File: config.mk
export PLATFORM = sky130hd
export DESIGN_NAME = clkmode_ctrl
export DESIGN_NICKNAME = d
export VERILOG_FILES = /design/src/rtl/clkmode_pkg.sv /design/src/rtl/clkmode_decode.sv /design/src/rtl/clkmode_fsm.sv /design/src/rtl/clkmode_outputs.sv /design/src/rtl/clkmode_ctrl.sv
export SDC_FILE = /design/constraint.sdc
export NUM_CORES = 1
export LEC_CHECK = 0
export ABC_AREA = 1
export BUFFER_PORTS_ARGS = -buffer_cell sky130_fd_sc_hd__buf_2
export CORE_MARGIN = 1
export CORE_UTILIZATION = 45
export DETAILED_ROUTE_END_ITERATION = 10
export PLACE_DENSITY = 0.93
export SYNTH_ARGS = -nofsm -noshare
export SYNTH_HDL_FRONTEND = slang
export SYNTH_SLANG_ARGS = --single-unit
export TNS_END_PERCENT = 50
File: constraint.sdc
create_clock -name clk -period 2.5 [get_ports clk]
set_clock_uncertainty 0.15 [all_clocks]
set_input_delay 0.125 -clock clk [delete_from_list [all_inputs] [get_ports clk]]
set_output_delay 0.125 -clock clk [all_outputs]
set_load 0.005 [all_outputs]
File: src/rtl/clkmode_pkg.sv
package clkmode_pkg;
    localparam int NUM_MODES = 7;
    localparam int MODE_W    = $clog2(NUM_MODES);

    typedef enum logic [MODE_W-1:0] {
        ENG_INT    = 3'd0,
        ENG_EXT    = 3'd1,
        BYP_INT    = 3'd2,
        BYP_INT_LP = 3'd3,
        BYP_EXT    = 3'd4,
        BYP_EXT_LP = 3'd5,
        STOP       = 3'd6
    } mode_e;

    typedef enum logic [1:0] {
        SRC_LOOP = 2'b00,
        SRC_IREF = 2'b01,
        SRC_EREF = 2'b10,
        SRC_NONE = 2'b11
    } src_e;
endpackage

File: src/rtl/clkmode_decode.sv
module clkmode_decode
    import clkmode_pkg::*;
(
    input  logic [1:0] clk_sel,
    input  logic       int_ref_sel,
    input  logic       low_pwr,
    input  logic       dbg_en,
    output mode_e      cfg_mode,
    output logic       cfg_ok
);
    logic lp_allowed;

    assign lp_allowed = low_pwr && !dbg_en;

    always_comb begin
        cfg_mode = ENG_INT;
        cfg_ok   = 1'b0;
        unique case (clk_sel)
            2'b00: begin
                cfg_ok   = 1'b1;
                cfg_mode = int_ref_sel ? ENG_INT : ENG_EXT;
            end
            2'b01: begin
                cfg_ok   = int_ref_sel;
                cfg_mode = lp_allowed ? BYP_INT_LP : BYP_INT;
            end
            2'b10: begin
                cfg_ok   = !int_ref_sel;
                cfg_mode = lp_allowed ? BYP_EXT_LP : BYP_EXT;
            end
            default: begin
                cfg_ok   = 1'b0;
                cfg_mode = ENG_INT;
            end
        endcase
    end
endmodule

File: src/rtl/clkmode_fsm.sv
module clkmode_fsm
    import clkmode_pkg::*;
(
    input  logic  clk,
    input  logic  rst_n,
    input  mode_e cfg_mode,
    input  logic  cfg_ok,
    input  logic  stop_req,
    output mode_e mode_q
);
    mode_e mode_d;
    mode_e saved_q;
    mode_e saved_d;
    logic  in_run;

    assign in_run = (mode_q != STOP);

    always_ff @(posedge clk or negedge rst_n) begin
        if (!rst_n) begin
            mode_q  <= ENG_INT;
            saved_q <= ENG_INT;
        end else begin
            mode_q  <= mode_d;
            saved_q <= saved_d;
        end
    end

    always_comb begin
        mode_d  = mode_q;
        saved_d = saved_q;
        unique case (mode_q)
            ENG_INT, ENG_EXT, BYP_INT, BYP_INT_LP, BYP_EXT, BYP_EXT_LP: begin
                if (stop_req) begin
                    mode_d  = STOP;
                    saved_d = mode_q;
                end else if (cfg_ok) begin
                    mode_d = cfg_mode;
                end
            end
            STOP: begin
                if (!stop_req) begin
                    mode_d = saved_q;
                end
            end
            default: begin
                mode_d  = ENG_INT;
                saved_d = ENG_INT;
            end
        endcase
    end


    stop_entry_chk: assert property (@(posedge clk) disable iff (!rst_n)
        (in_run && stop_req) |=> (mode_q == STOP));


    stop_hold_chk: assert property (@(posedge clk) disable iff (!rst_n)
        (!in_run && stop_req) |=> (mode_q == STOP));


    bad_cfg_hold_chk: assert property (@(posedge clk) disable iff (!rst_n)
        (in_run && !stop_req && !cfg_ok) |=> $stable(mode_q));


    restore_run_chk: assert property (@(posedge clk) disable iff (!rst_n)
        (!in_run && !stop_req) |=> (mode_q != STOP));
endmodule

File: src/rtl/clkmode_outputs.sv
module clkmode_outputs
    import clkmode_pkg::*;
#(
    parameter int MULT   = 512,
    localparam int MULT_W = $clog2(MULT + 1)
) (
    input  mode_e                    mode_q,
    output logic [MODE_W-1:0]        mode_code,
    output logic [NUM_MODES-1:0]     mode_onehot,
    output logic [1:0]               out_sel,
    output logic                     loop_en,
    output logic                     ref_int,
    output logic                     aux_clk_en,
    output logic                     lp_gate,
    output logic [MULT_W-1:0]        loop_mult
);
    logic engaged;

    assign mode_code = mode_q;

    for (genvar g = 0; g < NUM_MODES; g++) begin : g_onehot
        assign mode_onehot[g] = (mode_q == mode_e'(g));
    end

    always_comb begin
        out_sel    = SRC_NONE;
        loop_en    = 1'b0;
        ref_int    = 1'b0;
        aux_clk_en = 1'b0;
        lp_gate    = 1'b1;
        engaged    = 1'b0;
        unique case (mode_q)
            ENG_INT: begin
                out_sel = SRC_LOOP; loop_en = 1'b1; ref_int = 1'b1;
                aux_clk_en = 1'b1; lp_gate = 1'b0; engaged = 1'b1;
            end
            ENG_EXT: begin
                out_sel = SRC_LOOP; loop_en = 1'b1; ref_int = 1'b0;
                aux_clk_en = 1'b1; lp_gate = 1'b0; engaged = 1'b1;
            end
            BYP_INT: begin
                out_sel = SRC_IREF; loop_en = 1'b1; ref_int = 1'b1;
                aux_clk_en = 1'b1; lp_gate = 1'b0;
            end
            BYP_INT_LP: begin
                out_sel = SRC_IREF; loop_en = 1'b0; ref_int = 1'b1;
                aux_clk_en = 1'b0; lp_gate = 1'b1;
            end
            BYP_EXT: begin
                out_sel = SRC_EREF; loop_en = 1'b1; ref_int = 1'b0;
                aux_clk_en = 1'b1; lp_gate = 1'b0;
            end
            BYP_EXT_LP: begin
                out_sel = SRC_EREF; loop_en = 1'b0; ref_int = 1'b0;
                aux_clk_en = 1'b0; lp_gate = 1'b1;
            end
            STOP: begin
                out_sel = SRC_NONE; loop_en = 1'b0; ref_int = 1'b0;
                aux_clk_en = 1'b0; lp_gate = 1'b1;
            end
            default: begin
                out_sel = SRC_NONE;
            end
        endcase
    end

    assign loop_mult = engaged ? MULT_W'(MULT) : '0;


    always_comb begin
        onehot_chk: assert ($onehot0(mode_onehot));
    end


    always_comb begin
        lp_excl_chk: assert (!(loop_en && lp_gate));
    end
endmodule

File: src/rtl/clkmode_ctrl.sv
module clkmode_ctrl
    import clkmode_pkg::*;
#(
    parameter int MULT   = 512,
    localparam int MULT_W = $clog2(MULT + 1)
) (
    input  logic                  clk,
    input  logic                  rst_n,
    input  logic [1:0]            clk_sel,
    input  logic                  int_ref_sel,
    input  logic                  low_pwr,
    input  logic                  dbg_en,
    input  logic                  stop_req,
    output logic [2:0]            mode_code,
    output logic [6:0]            mode_onehot,
    output logic [1:0]            out_sel,
    output logic                  loop_en,
    output logic                  ref_int,
    output logic                  aux_clk_en,
    output logic                  lp_gate,
    output logic [MULT_W-1:0]     loop_mult
);
    mode_e cfg_mode;
    logic  cfg_ok;
    mode_e mode_q;

    clkmode_decode u_decode (
        .clk_sel     (clk_sel),
        .int_ref_sel (int_ref_sel),
        .low_pwr     (low_pwr),
        .dbg_en      (dbg_en),
        .cfg_mode    (cfg_mode),
        .cfg_ok      (cfg_ok)
    );

    clkmode_fsm u_fsm (
        .clk      (clk),
        .rst_n    (rst_n),
        .cfg_mode (cfg_mode),
        .cfg_ok   (cfg_ok),
        .stop_req (stop_req),
        .mode_q   (mode_q)
    );

    clkmode_outputs #(.MULT(MULT)) u_out (
        .mode_q      (mode_q),
        .mode_code   (mode_code),
        .mode_onehot (mode_onehot),
        .out_sel     (out_sel),
        .loop_en     (loop_en),
        .ref_int     (ref_int),
        .aux_clk_en  (aux_clk_en),
        .lp_gate     (lp_gate),
        .loop_mult   (loop_mult)
    );
endmodule

Yosys cells after proc, flatten, opt, wreduce, memory -nomap -nowiden
Index checks and enable logic that the tools add are counted.
- bits in registers: 6
- input bits: 8
- word-level logic and storage cells: 38
- equal/unequal tests: 9
- muxes and demuxes: 16
- reduce and logical (&&, ||, !) cells: 11
- operators with widths (operator ; count):
    $pmux W3 S2 ; 2
    $mux W10 ; 1
    $eq A3 B3 Y1 const B ; 3
    $mux W3 ; 3
    $pmux W3 S3 ; 1
    $mux W1 ; 7
    $eq A3 B2 Y1 const B ; 2
    $pmux W2 S3 ; 1
    $reduce_or A2 Y1 ; 3
    $reduce_or A6 Y1 ; 1
    $reduce_or A4 Y1 ; 1
    $eq A3 B1 Y1 const B ; 1
    $logic_not A3 Y1 ; 1
    $ne A3 B3 Y1 const B ; 1
    $pmux W1 S3 ; 1
    $reduce_or A3 Y1 ; 1
    $eq A2 B1 Y1 const B ; 1
    $eq A2 B2 Y1 const B ; 1
    $logic_not A1 Y1 ; 2
    $logic_not A2 Y1 ; 1
    $logic_and A1 B1 Y1 ; 1

Longest topological paths before layout
- depth after elaboration: 7
- depth in mapped cells: 7
- gate-level depth less buffers: 7

Modules after synthesis
From an unflattened synthesis, not the netlist that was laid out.
- cell total of the unflattened synthesis: 99
- area, all modules: 629.4 um2
- modules (own cells, without submodules) (module ; instances ; cells an instance ; area an instance (um2) ; seq. area each (um2)):
    clkmode_fsm ; 1 ; 47 ; 349.1 ; 150.1
    clkmode_outputs ; 1 ; 37 ; 220.2 ; 0.0
    clkmode_decode ; 1 ; 15 ; 60.1 ; 0.0

Worst setup path before layout
No wires, ideal clock.
- kind: register -> output
- from: register u_fsm.mode_q[2]
- to: output port loop_en
- arrival: 1063 ps
- path slack: 1162 ps
- stages on the path, launching flop included: 6
- path buffers: 2
- cell sequence: dfrtp_1 -> buf_6 -> inv_1 -> a21oi_1 -> inv_1 -> buf_4
- longest elaborated chain between the ends: 3
- RTL lines (what ; line ; text):
    from (decl) ; clkmode_fsm.sv:9 ; output mode_e mode_q
    from (signal assigned) ; clkmode_fsm.sv:23 ; mode_q <= mode_d;
    $eq A3 B1 Y1, or another cell as far along ; - ;
    $reduce_or A4 Y1 (no line) * ; - ;
    $mux W1 * ; - ;
    to (decl) ; clkmode_ctrl.sv:17 ; output logic loop_en,
Every way passes the cells marked *; elsewhere a longest branch is shown, timed or not.

Worst setup path in the final report
- from: register u_fsm.mode_q[2]
- to: output port aux_clk_en
- longest elaborated chain between the ends: 3
- RTL lines (what ; line ; text):
    $eq A3 B1 Y1, or another cell as far along ; clkmode_outputs.sv:32 ; unique case (mode_q)
    $reduce_or A4 Y1 (no line) * ; - ;
    $mux W1 * ; clkmode_outputs.sv:32 ;
    to (decl) ; clkmode_ctrl.sv:19 ; output logic aux_clk_en,
Marks and branches as above.

==> metrics.txt <==
status=completed; CTS tree=done; synthesized instance count=89; P&R area growth vs syn=14.0%; DP HPWL=890 um; Reg clk slew, reported paths=0.05 ns; Post-Route Hold Slack=0.0723 ns; period utilization=0.670; PwrDens=1080 mW/mm2; CTS buffer count=3; initial antenna violation count=0; layout cell share with drive strength beyond 1=0.312; H-tree depth=1; row cnt=12; Worst setup SP type=register; #FFs+latches synth=6; Clk Latency, worst-skew pair=0.25 ns; Leak=0.423 nW; final setup vio count=0; DR pass1 iterations=4; Worst Hold Class=in2async; Mapped Area=592 um2; routability cong.=0.927; ranking of synthesized cells by area=dfrtp_1 25%, nand2_1 15%, buf_4 14%, inv_1 7.6%, nor2_1 7.0%; top-count cell post-synth=nand2_1; Total Wirelength=1120 um; vias=580; RR Endpoint=u_fsm.mode_q[1]; number of global-route vias before repair=443; RSZ-0062 raised after global routing=false; post-synth top area share=0.254; Initial Utilization=0.505; Ys Warns=0; Yosys cell types=22; DRC=0; total power=728 uW; all-layer global routing usage=0.180; Post-synth EDFFs=0; clock sinks=6; I/O pins=34; most instantiated cells after synthesis=23 x nand2_1, 12 x inv_1, 11 x buf_4, 11 x nor2_1, 6 x dfrtp_1; Port Buffers=24; die width=38.3 um; DP Area=642 um2; DR iter-0 viols=15; crit path kind=reg2out; worst r2r src=u_fsm.mode_q[2]; Clock Path Buffers=2; Synth async-reset ratio=1.00; design area=674 um2; post-DR vias/cell=4.72; DRT antenna net count=0; core area=0.00117 mm2; flop-to-flop setup slack=1.06 ns; Post-CTS Setup Inserts=0; fin util=0.576; fin crit period=1.68 ns; antenna cells=0; CTS resizes=0; CP Max Fanout=13; Mean Syn Cell Area=6.65 um2; part of the Yosys area used for sequential elements=0.254; cell depth of the worst flop-to-flop path=6; top_reg_cell synth=dfrtp_1; nets=119; cell accounting for the most synthesized area=dfrtp_1; crit end category=primary output; die area=0.00146 mm2; Fin Setup TNS=0 ns; largest net degree at the start of global routing=14; Avg WL per Cell=9.13 um; first-pass GRT wire length=1730 um; worst vdd ir=0.000510 V; Worst EP arrival=1.40 ns; die height=38.3 um; number of max-cap violations=0; FILL cells=111; Slew Viols, Final=0; Hold Fails Final Rpt=0; CP required=2.23 ns; highest clock rate=597 MHz; GRT Residual Overflow=0; CTS root buffer=clkbuf_4
==> placed cells by master, fill, tap and decap left out <==
cell type,count
a21oi_1,3
a21oi_2,1
a21oi_4,1
a22o_1,1
a31oi_1,1
buf_2,24
clkbuf_4,3
conb_1,9
dfrtp_1,6
dlygate4sd3_1,1
inv_1,12
inv_2,1
nand2_1,23
nand2_2,1
nand2_4,2
nand3_1,2
nor2_1,11
nor2_8,1
nor3_1,1
o21ai_0,4
o21ai_1,1
==> flip-flops by register name (all words and copies together) (netlist names) <==
signal,cells
u_fsm.mode_q,3
u_fsm.saved_q,3
==> cells by family (layout without fill, tap and decap cells) <==
group | after synthesis | after routing | synth area share
and+or+nand+nor | 41 | 41 | 0.323
buffers and inverters | 29 | 41 | 0.281
AOI/OAI and AO/OA | 12 | 12 | 0.135
DFF | 6 | 6 | 0.254
other | 1 | 9 | 0.00634
==> metal layers <==
metal  vias up  global-route usage  wire (um)
li1        287                   -          -
met1       254               0.183        406
met2        34               0.305        571
met3         5              0.0523        117
met4         0               0.134         27
met5         -                   0          0
==> worst max path at each step <==
stage	cells past startpoint	start	endpoint	slack [ns]
6_report	4	u_fsm.mode_q[2]	aux_clk_en	0.82
5_1_grt	4	u_fsm.mode_q[2]	loop_en	0.73
4_1_cts	4	u_fsm.mode_q[2]	aux_clk_en	0.81
3_5_place_dp	6	u_fsm.mode_q[2]	u_fsm.mode_q[1]	1.07
3_3_place_gp	6	u_fsm.mode_q[2]	u_fsm.mode_q[1]	1.14
2_1_floorplan	5	u_fsm.mode_q[2]	loop_en	1.16
==> per-stage QoR <==
stage / setup slack [ns] / cells
6_report: 0.824 / 123
5_1_grt: 0.726 / 123
4_1_cts: 0.808 / 123
3_5_place_dp: 1.07 / 119
3_3_place_gp: 1.14 / 119
2_1_floorplan: 1.16 / 97
==> timing repair <==
item,CTS,global route
hold buffers,1,0
setup endpoints to repair,0,0
endpoints found under the hold margin,6,0
==> critical path, cell delays in order, from the launching register on <==
cell	delay, ns
dfrtp_1	0.62
inv_1	0.14
a21oi_1	0.20
inv_1	0.06
buf_2	0.12
==> cell type report <==
class                           instances  area, um2  area share
Tap cell                               14       17.5      0.0260
Clock buffer                            3       22.5      0.0334
Multi-Input combinational cell         62        305       0.453
Inverter                               13       48.8      0.0724
Sequential cell                         6        150       0.223
Timing Repair Buffer                   25        130       0.193
==> where the power goes <==
part,leakage [nW],internal [mW],switching (mW)
registers,0.0738,0.142,0.0898
logic,0.335,0.183,0.217
clock network,0.0138,0.0547,0.0412
total,0.423,0.379,0.348
(Power assumes the default switching activity.)
